===== src/rtl/spis_pkg.sv =====
package spis_pkg;
  localparam int unsigned ADDR_W    = 7;
  localparam int unsigned BYTE_W    = 8;
  localparam int unsigned TIME_N    = 7;
  localparam logic [6:0]  CFG_FIRST = 7'h07;
  localparam logic [6:0]  LAST_REG  = 7'h13;
  localparam logic [6:0]  TEMP_HI   = 7'h11;
  localparam logic [6:0]  TEMP_LO   = 7'h12;
  localparam logic [6:0]  SADDR_REG = 7'h18;
  localparam logic [6:0]  SDATA_REG = 7'h19;
  localparam int unsigned CFG_N     = int'(LAST_REG) - int'(CFG_FIRST) + 1;

  // bits that may hold a one; everything else reads zero
  function automatic logic [7:0] wmask(input logic [6:0] a);
    case (a)
      7'h00, 7'h01, 7'h02: wmask = 8'h7F;
      7'h03:               wmask = 8'h07;
      7'h04:               wmask = 8'h3F;
      7'h05:               wmask = 8'h9F;
      7'h11, 7'h12:        wmask = 8'h00;
      7'h13:               wmask = 8'h01;
      default:             wmask = 8'hFF;
    endcase
  endfunction

  function automatic logic is_rsvd(input logic [6:0] a);
    is_rsvd = (a > LAST_REG && a < SADDR_REG) || (a > SDATA_REG);
  endfunction
endpackage


===== src/rtl/spis_phy.sv =====
module spis_phy #(
  parameter int unsigned SYNC_STAGES = 2
) (
  input  logic       clk,
  input  logic       rst_n,
  input  logic       cs_n,
  input  logic       sclk,
  input  logic       mosi,
  input  logic       tx_load,
  input  logic [7:0] tx_byte,
  input  logic       tx_oe,
  output logic       miso,
  output logic       miso_oe,
  output logic       byte_done,
  output logic [7:0] rx_byte,
  output logic       first_byte,
  output logic       cs_fall
);
  logic [SYNC_STAGES-1:0] cs_pipe, sclk_pipe, mosi_pipe;
  logic cs_s, sclk_s, mosi_s, cs_q, sclk_q;
  logic rise, fall, first;
  logic [2:0] bitcnt;
  logic [7:0] sh, tx_sh;
  logic oe;

  assign cs_s   = cs_pipe[SYNC_STAGES-1];
  assign sclk_s = sclk_pipe[SYNC_STAGES-1];
  assign mosi_s = mosi_pipe[SYNC_STAGES-1];
  assign rise   = ~cs_s & sclk_s & ~sclk_q;
  assign fall   = ~cs_s & ~sclk_s & sclk_q;
  assign cs_fall = ~cs_s & cs_q;

  always_ff @(posedge clk) begin
    if (!rst_n) begin
      cs_pipe    <= '1;
      sclk_pipe  <= '1;
      mosi_pipe  <= '0;
      cs_q       <= 1'b1;
      sclk_q     <= 1'b1;
      bitcnt     <= '0;
      first      <= 1'b1;
      sh         <= '0;
      byte_done  <= 1'b0;
      rx_byte    <= '0;
      first_byte <= 1'b0;
    end else begin
      cs_pipe   <= {cs_pipe[SYNC_STAGES-2:0], cs_n};
      sclk_pipe <= {sclk_pipe[SYNC_STAGES-2:0], sclk};
      mosi_pipe <= {mosi_pipe[SYNC_STAGES-2:0], mosi};
      cs_q      <= cs_s;
      sclk_q    <= sclk_s;
      byte_done <= 1'b0;
      if (cs_s) begin
        bitcnt <= '0;
        first  <= 1'b1;
        sh     <= '0;
      end else if (rise) begin
        sh     <= {sh[6:0], mosi_s};
        bitcnt <= bitcnt + 3'd1;
        if (bitcnt == 3'd7) begin
          byte_done  <= 1'b1;
          rx_byte    <= {sh[6:0], mosi_s};
          first_byte <= first;
          first      <= 1'b0;
        end
      end
    end
  end

  // transmit side: load after a byte, shift on falling edges inside a byte
  always_ff @(posedge clk) begin
    if (!rst_n || cs_s) begin
      tx_sh <= '0;
      oe    <= 1'b0;
    end else if (tx_load) begin
      tx_sh <= tx_byte;
      oe    <= tx_oe;
    end else if (fall && bitcnt != 3'd0) begin
      tx_sh <= {tx_sh[6:0], 1'b0};
    end
  end

  assign miso    = tx_sh[7];
  assign miso_oe = oe & ~cs_n;

  p_idle_quiet_r8: assert property (@(posedge clk) disable iff (!rst_n)
    cs_s |=> !oe);
  p_byte_frame_r8: assert property (@(posedge clk) disable iff (!rst_n)
    byte_done |-> (bitcnt == 3'd0) && !first);
endmodule


===== src/rtl/spis_regs.sv =====
module spis_regs
  import spis_pkg::*;
#(
  parameter int unsigned SRAM_AW = 8,
  parameter int unsigned TW_IW   = $clog2(TIME_N)
) (
  input  logic                     clk,
  input  logic                     rst_n,
  input  logic                     byte_done,
  input  logic [7:0]               rx_byte,
  input  logic                     first_byte,
  input  logic                     cs_fall,
  input  logic [TIME_N*BYTE_W-1:0] live_time,
  input  logic [15:0]              temp_word,
  output logic                     tx_load,
  output logic [7:0]               tx_byte,
  output logic                     tx_oe,
  output logic                     tw_valid,
  output logic [TW_IW-1:0]         tw_index,
  output logic [7:0]               tw_data,
  output logic [CFG_N*BYTE_W-1:0]  cfg_flat
);
  localparam int unsigned SRAM_D = 1 << SRAM_AW;

  logic                     wr_mode;
  logic [ADDR_W-1:0]        ptr, nptr;
  logic [SRAM_AW-1:0]       saddr, nsaddr;
  logic [TIME_N*BYTE_W-1:0] shadow;
  logic [7:0]               cfg [CFG_N];
  logic [7:0]               mem [SRAM_D];
  logic                     snap_wrap, do_wr;
  logic [7:0]               rd;

  // pointer and SRAM address successor
  always_comb begin
    nptr      = ptr;
    nsaddr    = saddr;
    snap_wrap = 1'b0;
    do_wr     = 1'b0;
    if (first_byte) begin
      nptr = rx_byte[ADDR_W-1:0];
    end else begin
      do_wr = wr_mode && !is_rsvd(ptr);
      if (is_rsvd(ptr)) begin
        nptr = ptr;
      end else if (ptr == SDATA_REG) begin
        nsaddr = saddr + 1'b1;
      end else if (ptr == LAST_REG) begin
        nptr      = '0;
        snap_wrap = 1'b1;
      end else begin
        nptr = ptr + 1'b1;
      end
      if (do_wr && ptr == SADDR_REG) nsaddr = rx_byte[SRAM_AW-1:0];
    end
  end

  // read data for the register the next byte will touch
  always_comb begin
    rd = '0;
    for (int g = 0; g < TIME_N; g++)
      if (nptr == ADDR_W'(g))
        rd = (snap_wrap ? live_time[g*BYTE_W +: BYTE_W] : shadow[g*BYTE_W +: BYTE_W])
             & wmask(ADDR_W'(g));
    for (int g = 0; g < CFG_N; g++)
      if (nptr == CFG_FIRST + ADDR_W'(g)) rd = cfg[g];
    if (nptr == TEMP_HI)   rd = temp_word[15:8];
    if (nptr == TEMP_LO)   rd = temp_word[7:0];
    if (nptr == SADDR_REG) rd = 8'(saddr);
    if (nptr == SDATA_REG) rd = mem[nsaddr];
  end

  always_ff @(posedge clk) begin
    if (!rst_n) begin
      wr_mode  <= 1'b0;
      ptr      <= '0;
      saddr    <= '0;
      tx_load  <= 1'b0;
      tx_byte  <= '0;
      tx_oe    <= 1'b0;
      tw_valid <= 1'b0;
      tw_index <= '0;
      tw_data  <= '0;
    end else begin
      tx_load  <= byte_done;
      tw_valid <= 1'b0;
      if (byte_done) begin
        if (first_byte) wr_mode <= rx_byte[7];
        ptr     <= nptr;
        saddr   <= nsaddr;
        tx_byte <= rd;
        tx_oe   <= (first_byte ? ~rx_byte[7] : ~wr_mode) && !is_rsvd(nptr);
        if (do_wr && ptr < ADDR_W'(TIME_N)) begin
          tw_valid <= 1'b1;
          tw_index <= ptr[TW_IW-1:0];
          tw_data  <= rx_byte & wmask(ptr);
        end
      end
    end
  end

  always_ff @(posedge clk) begin
    if (!rst_n)                                  shadow <= '0;
    else if (cs_fall || (byte_done && snap_wrap)) shadow <= live_time;
  end

  always_ff @(posedge clk)
    if (byte_done && do_wr && ptr == SDATA_REG) mem[saddr] <= rx_byte;

  for (genvar g = 0; g < CFG_N; g++) begin : g_cfg
    localparam logic [ADDR_W-1:0] A = CFG_FIRST + ADDR_W'(g);
    always_ff @(posedge clk) begin
      if (!rst_n)                           cfg[g] <= '0;
      else if (byte_done && do_wr && ptr == A) cfg[g] <= rx_byte & wmask(A);
    end
    assign cfg_flat[g*BYTE_W +: BYTE_W] = cfg[g];
  end

  p_rsvd_hold_r3: assert property (@(posedge clk) disable iff (!rst_n)
    byte_done && !first_byte && is_rsvd(ptr) |=> ptr == $past(ptr));
  p_wrap_zero_r2: assert property (@(posedge clk) disable iff (!rst_n)
    byte_done && !first_byte && ptr == LAST_REG |=> ptr == '0);
  p_snap_cs_r4: assert property (@(posedge clk) disable iff (!rst_n)
    cs_fall |=> shadow == $past(live_time));
  p_tw_range_r5: assert property (@(posedge clk) disable iff (!rst_n)
    tw_valid |-> tw_index < TW_IW'(TIME_N));
  p_write_silent_r1: assert property (@(posedge clk) disable iff (!rst_n)
    tx_load && wr_mode |-> !tx_oe);
  p_sram_stay_r7: assert property (@(posedge clk) disable iff (!rst_n)
    byte_done && !first_byte && ptr == SDATA_REG |=> ptr == SDATA_REG);
  always_comb
    p_zero_bits_r6: assert ((cfg[CFG_N-1] & 8'hFE) == 8'h00);
endmodule


===== src/rtl/spis_rtc_port.sv =====
module spis_rtc_port
  import spis_pkg::*;
#(
  parameter int unsigned SYNC_STAGES = 2,
  parameter int unsigned SRAM_AW     = 8
) (
  input  logic                     clk,
  input  logic                     rst_n,
  input  logic                     spi_cs_n,
  input  logic                     spi_sclk,
  input  logic                     spi_mosi,
  output logic                     spi_miso,
  output logic                     spi_miso_oe,
  input  logic [TIME_N*BYTE_W-1:0] live_time,
  input  logic [15:0]              temp_word,
  output logic                     tw_valid,
  output logic [2:0]               tw_index,
  output logic [7:0]               tw_data,
  output logic [CFG_N*BYTE_W-1:0]  cfg_flat
);
  logic       byte_done, first_byte, cs_fall, tx_load, tx_oe;
  logic [7:0] rx_byte, tx_byte;

  spis_phy #(.SYNC_STAGES(SYNC_STAGES)) u_phy (
    .clk(clk), .rst_n(rst_n), .cs_n(spi_cs_n), .sclk(spi_sclk), .mosi(spi_mosi),
    .tx_load(tx_load), .tx_byte(tx_byte), .tx_oe(tx_oe),
    .miso(spi_miso), .miso_oe(spi_miso_oe), .byte_done(byte_done),
    .rx_byte(rx_byte), .first_byte(first_byte), .cs_fall(cs_fall)
  );

  spis_regs #(.SRAM_AW(SRAM_AW), .TW_IW(3)) u_regs (
    .clk(clk), .rst_n(rst_n), .byte_done(byte_done), .rx_byte(rx_byte),
    .first_byte(first_byte), .cs_fall(cs_fall), .live_time(live_time),
    .temp_word(temp_word), .tx_load(tx_load), .tx_byte(tx_byte), .tx_oe(tx_oe),
    .tw_valid(tw_valid), .tw_index(tw_index), .tw_data(tw_data), .cfg_flat(cfg_flat)
  );
endmodule


===== config.mk =====
export PLATFORM = sky130hd
export DESIGN_NAME = spis_rtc_port
export DESIGN_NICKNAME = d
export VERILOG_FILES = /design/src/rtl/spis_pkg.sv /design/src/rtl/spis_phy.sv /design/src/rtl/spis_regs.sv /design/src/rtl/spis_rtc_port.sv
export SDC_FILE = /design/constraint.sdc
export NUM_CORES = 2
export LEC_CHECK = 0
export ABC_AREA = 1
export CELL_PAD_IN_SITES_DETAIL_PLACEMENT = 0
export CELL_PAD_IN_SITES_GLOBAL_PLACEMENT = 1
export CORE_MARGIN = 3
export CORE_UTILIZATION = 45
export DETAILED_ROUTE_END_ITERATION = 6
export PLACE_DENSITY = 0.76
export SETUP_SLACK_MARGIN = 0.4
export SLEW_MARGIN = 20
export SYNTH_ARGS = -nofsm -noshare
export SYNTH_HDL_FRONTEND = slang
export SYNTH_HIERARCHICAL = 1
export SYNTH_SLANG_ARGS = --single-unit
export TNS_END_PERCENT = 50

===== constraint.sdc =====
create_clock -name clk -period 7.6 [get_ports clk]
set_input_delay 1.52 -clock clk [delete_from_list [all_inputs] [get_ports clk]]
set_output_delay 1.52 -clock clk [all_outputs]
set_load 0.05 [all_outputs]

# After elaboration in Yosys (flattened, before gate mapping)

Memories as Yosys holds them, arrays and structs flattened. A register that Yosys moved wholly into a read port is not among the register bits.
Cells that the tools add are included.
W data, S select, Z words.

Output and inout port bits: 118
Memory bits (writable): 2152
Memory bits (read-only): 256
Memories kept: 3
Bits of input ports: 77
Logic and storage cells: 264
Bits in latches: 0
Bits in registers: 132

Memories:

| memory          | depth | width | rd ports | clocked after memory_dff | wr ports | line            | text |
|---|---|---|---|---|---|---|---|
| u_regs.mem      | 256   | 8     | 1        | 0                        | 1        | spis_regs.sv:30 | `logic [7:0] mem [SRAM_D];` |
| (no name shown) | 32    | 8     | 1        | 1                        | 0        | spis_pkg.sv:15  | `case (a)` |
| u_regs.cfg      | 13    | 8     | 13       | 0                        | 13       | spis_regs.sv:29 | `logic [7:0] cfg [CFG_N];` |

Shift operators: 0
$mul: 0
Divide/modulo/power cells: 0
Reduce and logical (&&, ||, !) cells: 41
Eq/ne operators: 37
Bitwise logic cells: 35
Muxes and demuxes: 115
$add $sub $neg: 3
Order comparisons: 7

Operators with widths:

| cell                  | count |
|---|---|
| $mux W8               | 59 |
| $eq A7 B4 Y1 const B  | 16 |
| $eq A7 B5 Y1 const B  | 12 |
| $and A8 B8 Y8         | 8 |
| $mux W1               | 50 |
| $eq A7 B3 Y1 const B  | 5 |
| $gt A7 B5 Y1 const B  | 4 |
| $mux W7               | 4 |
| $logic_and A1 B1 Y1   | 23 |
| $eq A7 B2 Y1 const B  | 2 |
| $lt A7 B5 Y1 const B  | 2 |
| $or A1 B1 Y1          | 13 |
| $mux W5               | 2 |
| $add A8 B1 Y8 const B | 1 |
| $not A1 Y1            | 8 |
| $reduce_and A2 Y1     | 4 |
| $add A7 B1 Y7 const B | 1 |
| $eq A7 B1 Y1 const B  | 1 |
| $logic_not A7 Y1      | 1 |
| $lt A7 B3 Y1 const B  | 1 |
| $and A1 B1 Y1         | 6 |
| $logic_or A1 B1 Y1    | 4 |
| $add A3 B1 Y3 const B | 1 |
| $eq A3 B3 Y1 const B  | 1 |
| other kinds (7)       | 9 |

# Depth between registers and ports, before layout

Depth in word-level cells: 30
Mapped depth: 31
Mapped depth without buffers: 29

# Modules after synthesis

The synthesis kept the hierarchy.

By module, submodules not included:

| module    | area an instance (µm²) | cells an instance | times used | seq. area each (µm²) |
|---|---|---|---|---|
| spis_regs | 93390.8                | 7822              | 1          | 65693.0 |
| spis_phy  | 1540.2                 | 182               | 1          | 760.7 |

# Worst setup path after synthesis

No wires, ideal clock.

Path type: register to register
Start: register u_phy.rx_byte[2]
End: register u_regs.tx_byte[2]
Arrival time: 5.400 ns
Period minus slack after synthesis: 5.512 ns
Buffers on the path: 2
Cell stages (with the launch flop): 18
Library setup time: 0.112 ns
Setup slack: 2.088 ns
Path through: dfxtp_1 > o22ai_1 > nand2_1 > o21ai_2 > inv_1 > clkbuf_1 > buf_1 > nand3_1 > nand3_1 > nand3_1 > nand3_1 > nand3_1 > nand3_1 > nand3_1 > nand2_1 > inv_1 > nand2_1 > nand2_1

Cells in the longest elaborated chain, start to end: 24
Elaborated cells on any way between the ends: 48
Those cells by class: 21 x eq/ne; 25 x mux; 1 x reduce/logical; 1 x memory

Ends and longest elaborated chain:

| element                | line            | text |
|---|---|---|
| from (decl)            | spis_phy.sv:15  | `output logic [7:0] rx_byte,` |
| from (signal assigned) | spis_phy.sv:62  | `rx_byte <= {sh[6:0], mosi_s};` |
| $mux W7                | spis_regs.sv:40 | `if (first_byte) begin` |
| $logic_not A7 Y1       | spis_regs.sv:62 | `if (nptr == ADDR_W'(g))` |
| $mux W8 (7 in a row)   | spis_regs.sv:62 |  |
| $mux W8 (11 in a row)  | spis_regs.sv:66 | `if (nptr == CFG_FIRST + ADDR_W'(g)) rd = cfg[g];` |
| $mux W8                | spis_regs.sv:67 | `if (nptr == TEMP_HI) rd = temp_word[15:8];` |
| $mux W8                | spis_regs.sv:68 | `if (nptr == TEMP_LO) rd = temp_word[7:0];` |
| $mux W8                | spis_regs.sv:69 | `if (nptr == SADDR_REG) rd = 8'(saddr);` |
| $mux W8 *              | spis_regs.sv:70 | `if (nptr == SDATA_REG) rd = mem[nsaddr];` |
| to (signal assigned)   | spis_regs.sv:91 | `tx_byte <= rd;` |
| to (decl)              | spis_regs.sv:16 | `output logic [7:0] tx_byte,` |

Mark *: on every way between the ends. The rest lies on a longest branch, timed or not.
A chain may end at the register's enable or synchronous reset.

# Final worst setup path

Start: register u_regs.ptr[1]
End: register u_regs.tx_byte[1]

Cells in the longest elaborated chain, start to end: 29
Elaborated cells on any way between the ends: 83
Those cells by class: 1 x add/sub; 3 x order compare; 24 x eq/ne; 41 x mux; 7 x bitwise; 6 x reduce/logical; 1 x memory

Ends and longest elaborated chain:

| element                                                                | line            | text |
|---|---|---|
| from (decl)                                                            | spis_regs.sv:26 | `logic [ADDR_W-1:0] ptr, nptr;` |
| from (signal assigned)                                                 | spis_regs.sv:89 | `ptr <= nptr;` |
| parallel branches: the longest is 28 deep, another holds $add A7 B1 Y7 | -               |  |
| $mux W8 *                                                              | spis_regs.sv:70 |  |

Mark *: on every way between the ends.

==> flow_metrics.tcl <==
set metrics [dict create \
    drv_slew 0 \
    clkTransAtPathRegs_ps 60 \
    ys_ff_latch 2255 \
    core-area_sq_um 209000 \
    numClockSinks 2255 \
    final_setup_vio_count 0 \
    worstPathRequired_ps 8390 \
    count_of_cell_types_in_the_netlist 52 \
    cp_top_family "simple AND/OR/NAND/NOR gates" \
    finish.cell_count_without_fillers 11000 \
    most_used_cell_cp "nand3_1" \
    drcViolationCount 0 \
    final.fill_count 17800 \
    synth.most_common_cell "edfxtp_1" \
    cts-hold-fix-buffers 0 \
    final_min_period_over_clock_period_pct 72.6 \
    maxSlewHeadroom_pct 22.8 \
    number_of_enable_type_register_cells_in_the_synthesized_netlist 2129 \
    unrepaired_setup_endpoints_after_global_routing "no" \
    number_of_detailed_routing_iterations_run_before_antenna_repair 6 \
    antenna_violations_before_repair 4 \
    top_level_ports 195 \
    timing_hold_violations_final 0 \
    cts-buffers-inserted 226 \
    routed-via-count 62500 \
    gp_congestion 0.865 \
    drt_wl_total_um 258000 \
    grt-ovfl-total 0 \
    grt_pass1_vias 59500 \
    postLayoutCoreUtil_pct 50.9 \
    layout_setup_ws_ps 2080 \
    buffer_ports.inserted 159 \
    critical_path.slowest_cell "nand2_8" \
    area_delta_synth_final_pct 11.9 \
    tritoncts "done" \
    synth_top_area_share_pct 67.3 \
    synth_top_cells_by_area "edfxtp_1, nand2_1, nand3_1" \
    global_route.usage.total_pct 23.3 \
    syn_avg_cell_area_sq_um 11.9 \
    route.detailed.vias_per_inst 5.70 \
    number_of_h_tree_levels 4 \
    number_of_buffers_added_for_setup_after_cts 0 \
    yosysWarningCount 6 \
    first_iter_violations 6800 \
    peakVddDrop_v 0.000193 \
    post_synth_most_frequent_cells "edfxtp_1, nand2_1, nand3_1" \
    crit_buf_inv 5 \
    totalPowerFinal_mw 24.9 \
    max_cap_viol_count 0 \
    final_antenna_net_count 0 \
    worst_pin_slew_ps 1160 \
    whs_ps 414 \
    main_flop_type_after_synthesis "edfxtp_1" \
    post_synth_inst_count 8004 \
    fin_tns_setup_ps 0 \
    hold_path.class "flip-flop to flip-flop" \
    placed_area_sq_um 98700 \
    wire_per_inst_um 23.5 \
    yosysSeqAreaShare_pct 70.0 \
    maximum_number_of_pins_on_one_net_before_global_route_repair 188 \
    asyncSetResetFlopFracSynth_pct 0 \
    clk_latency_ps 880 \
    chipWidth_um 465 \
    cts_buffer_depth 3 \
    worstSetupPathType "flip-flop to flip-flop" \
    achievable-frequency_mhz 181 \
    global_route_wire_length_before_repair_um 382000 \
    place.detailed.instances 10500 \
    cp_max_fo 114 \
    critical_path_arrival_ps 6310 \
    final_layout_size_suffix_gt1_share_pct 11.5 \
    kind_of_end_point_of_the_critical_path "flip-flop" \
    synth_area_sq_um 94900 \
    floorplan.initialDensity_pct 45.5 \
    power.static_leakage_nw 32.6 \
    dp_hpwl_um 147000 \
    crit_path_max_incr_delay_ps 610 \
    die-area_sq_um 217000 \
    die_y_um 465 \
    fin_crit_ps 5520 \
    rows 167 \
    pwr_density_cell_nw_per_um2 235 \
    post-synth-top-area-cell "edfxtp_1" \
    run_status "complete, no violations" \
    cts-root-buf "clkbuf_16" \
    final_nets 8062 \
    final_design_area_no_fill_sq_um 106000 \
    post_cts_sizing 0 \
    clock_skew_ps 68.2 \
    place_worst_setup_slack_ps 2280 \
    startpoint_type "flip-flop" \
]
==> power by group <==
part	internal, mW	switching, mW	leakage, nW
sequential	13.4	0.0220	17.1
clock	6.52	4.72	3.69
combinational	0.0806	0.177	11.8
==> flip-flops by register name, summed over array words and instances (netlist names), 8 cells and up, named ones only <==
name and flops:
u_phy/tx_sh 8, u_phy/rx_byte 8, u_regs/shadow 44, u_regs/cfg 81, u_regs/mem 2048, u_regs/tx_byte 8, u_regs/tw_data 8, u_regs/saddr 8
==> worst register-to-register path: cells and delay by family, from the launching register on <==
family / cells / cell delay [ps]
adders and majority gates: 1 / 250
buffers and inverters: 5 / 1000
and+or+nand+nor: 18 / 3330
DFF: 1 / 530
AOI/OAI and AO/OA: 3 / 340
==> layer usage <==
layer	routed length [um]	track usage, %	vias up
li1	-	-	28600
met1	109000	33.0	31100
met2	119000	36.2	2339
met3	20200	4.10	453
met4	9320	8.45	0
met5	0	0	-
==> logic make-up (layout without fill, tap and decap cells) <==
family	Yosys count	after routing	share of synthesized area [%]
adders and majority gates	14	14	0.185
buffers and inverters	897	1033	4.16
xor gates and xnor gates	2	2	0.0185
muxes	5	5	0.0527
DFF	2255	2255	70.0
other	1	26	0.00395
and+or+nand+nor	3860	3860	18.5
AOI/OAI and AO/OA	970	970	7.12
==> cell type report <==
cell class              count  area, sq um  share of cell area, %
well taps                2788         3490                   3.28
diodes                      3         7.51                0.00707
repair buffers            269         2700                   2.54
flip-flops and latches   2255        66500                   62.6
multi-input cells        4874        24700                   23.3
clock inverters           136         1500                   1.42
clock buffers             283         6020                   5.66
inverters                 345         1320                   1.24
==> placed cells by master (no fill, tap or decap), types with 57 or more instances in the layout <==
cell	Yosys	final
nor2_1	545	544
inv_1	325	323
or2_2	410	410
o211ai_1	728	728
or2_1	109	109
clkbuf_16	0	231
nand3_1	1153	1153
o21ai_0	126	125
dfxtp_1	126	118
nand2_1	1553	1537
clkdlybuf4s50_1	0	158
a21oi_1	57	57
buf_4	63	88
edfxtp_1	2129	2129
==> worst paths after layout <==
check                     startpoint                  to  slack [ps]  depth (start not counted)
setup / recovery       u_regs/ptr[1]   u_regs/tx_byte[1]        2080                         27
hold / removal    u_phy/mosi_pipe[0]  u_phy/mosi_pipe[1]         410                          2
setup reg to reg       u_regs/ptr[1]   u_regs/tx_byte[1]        2080                         27
hold reg to reg   u_phy/mosi_pipe[0]  u_phy/mosi_pipe[1]         410                          2
Note: power is estimated with default switching activity, not from simulation.
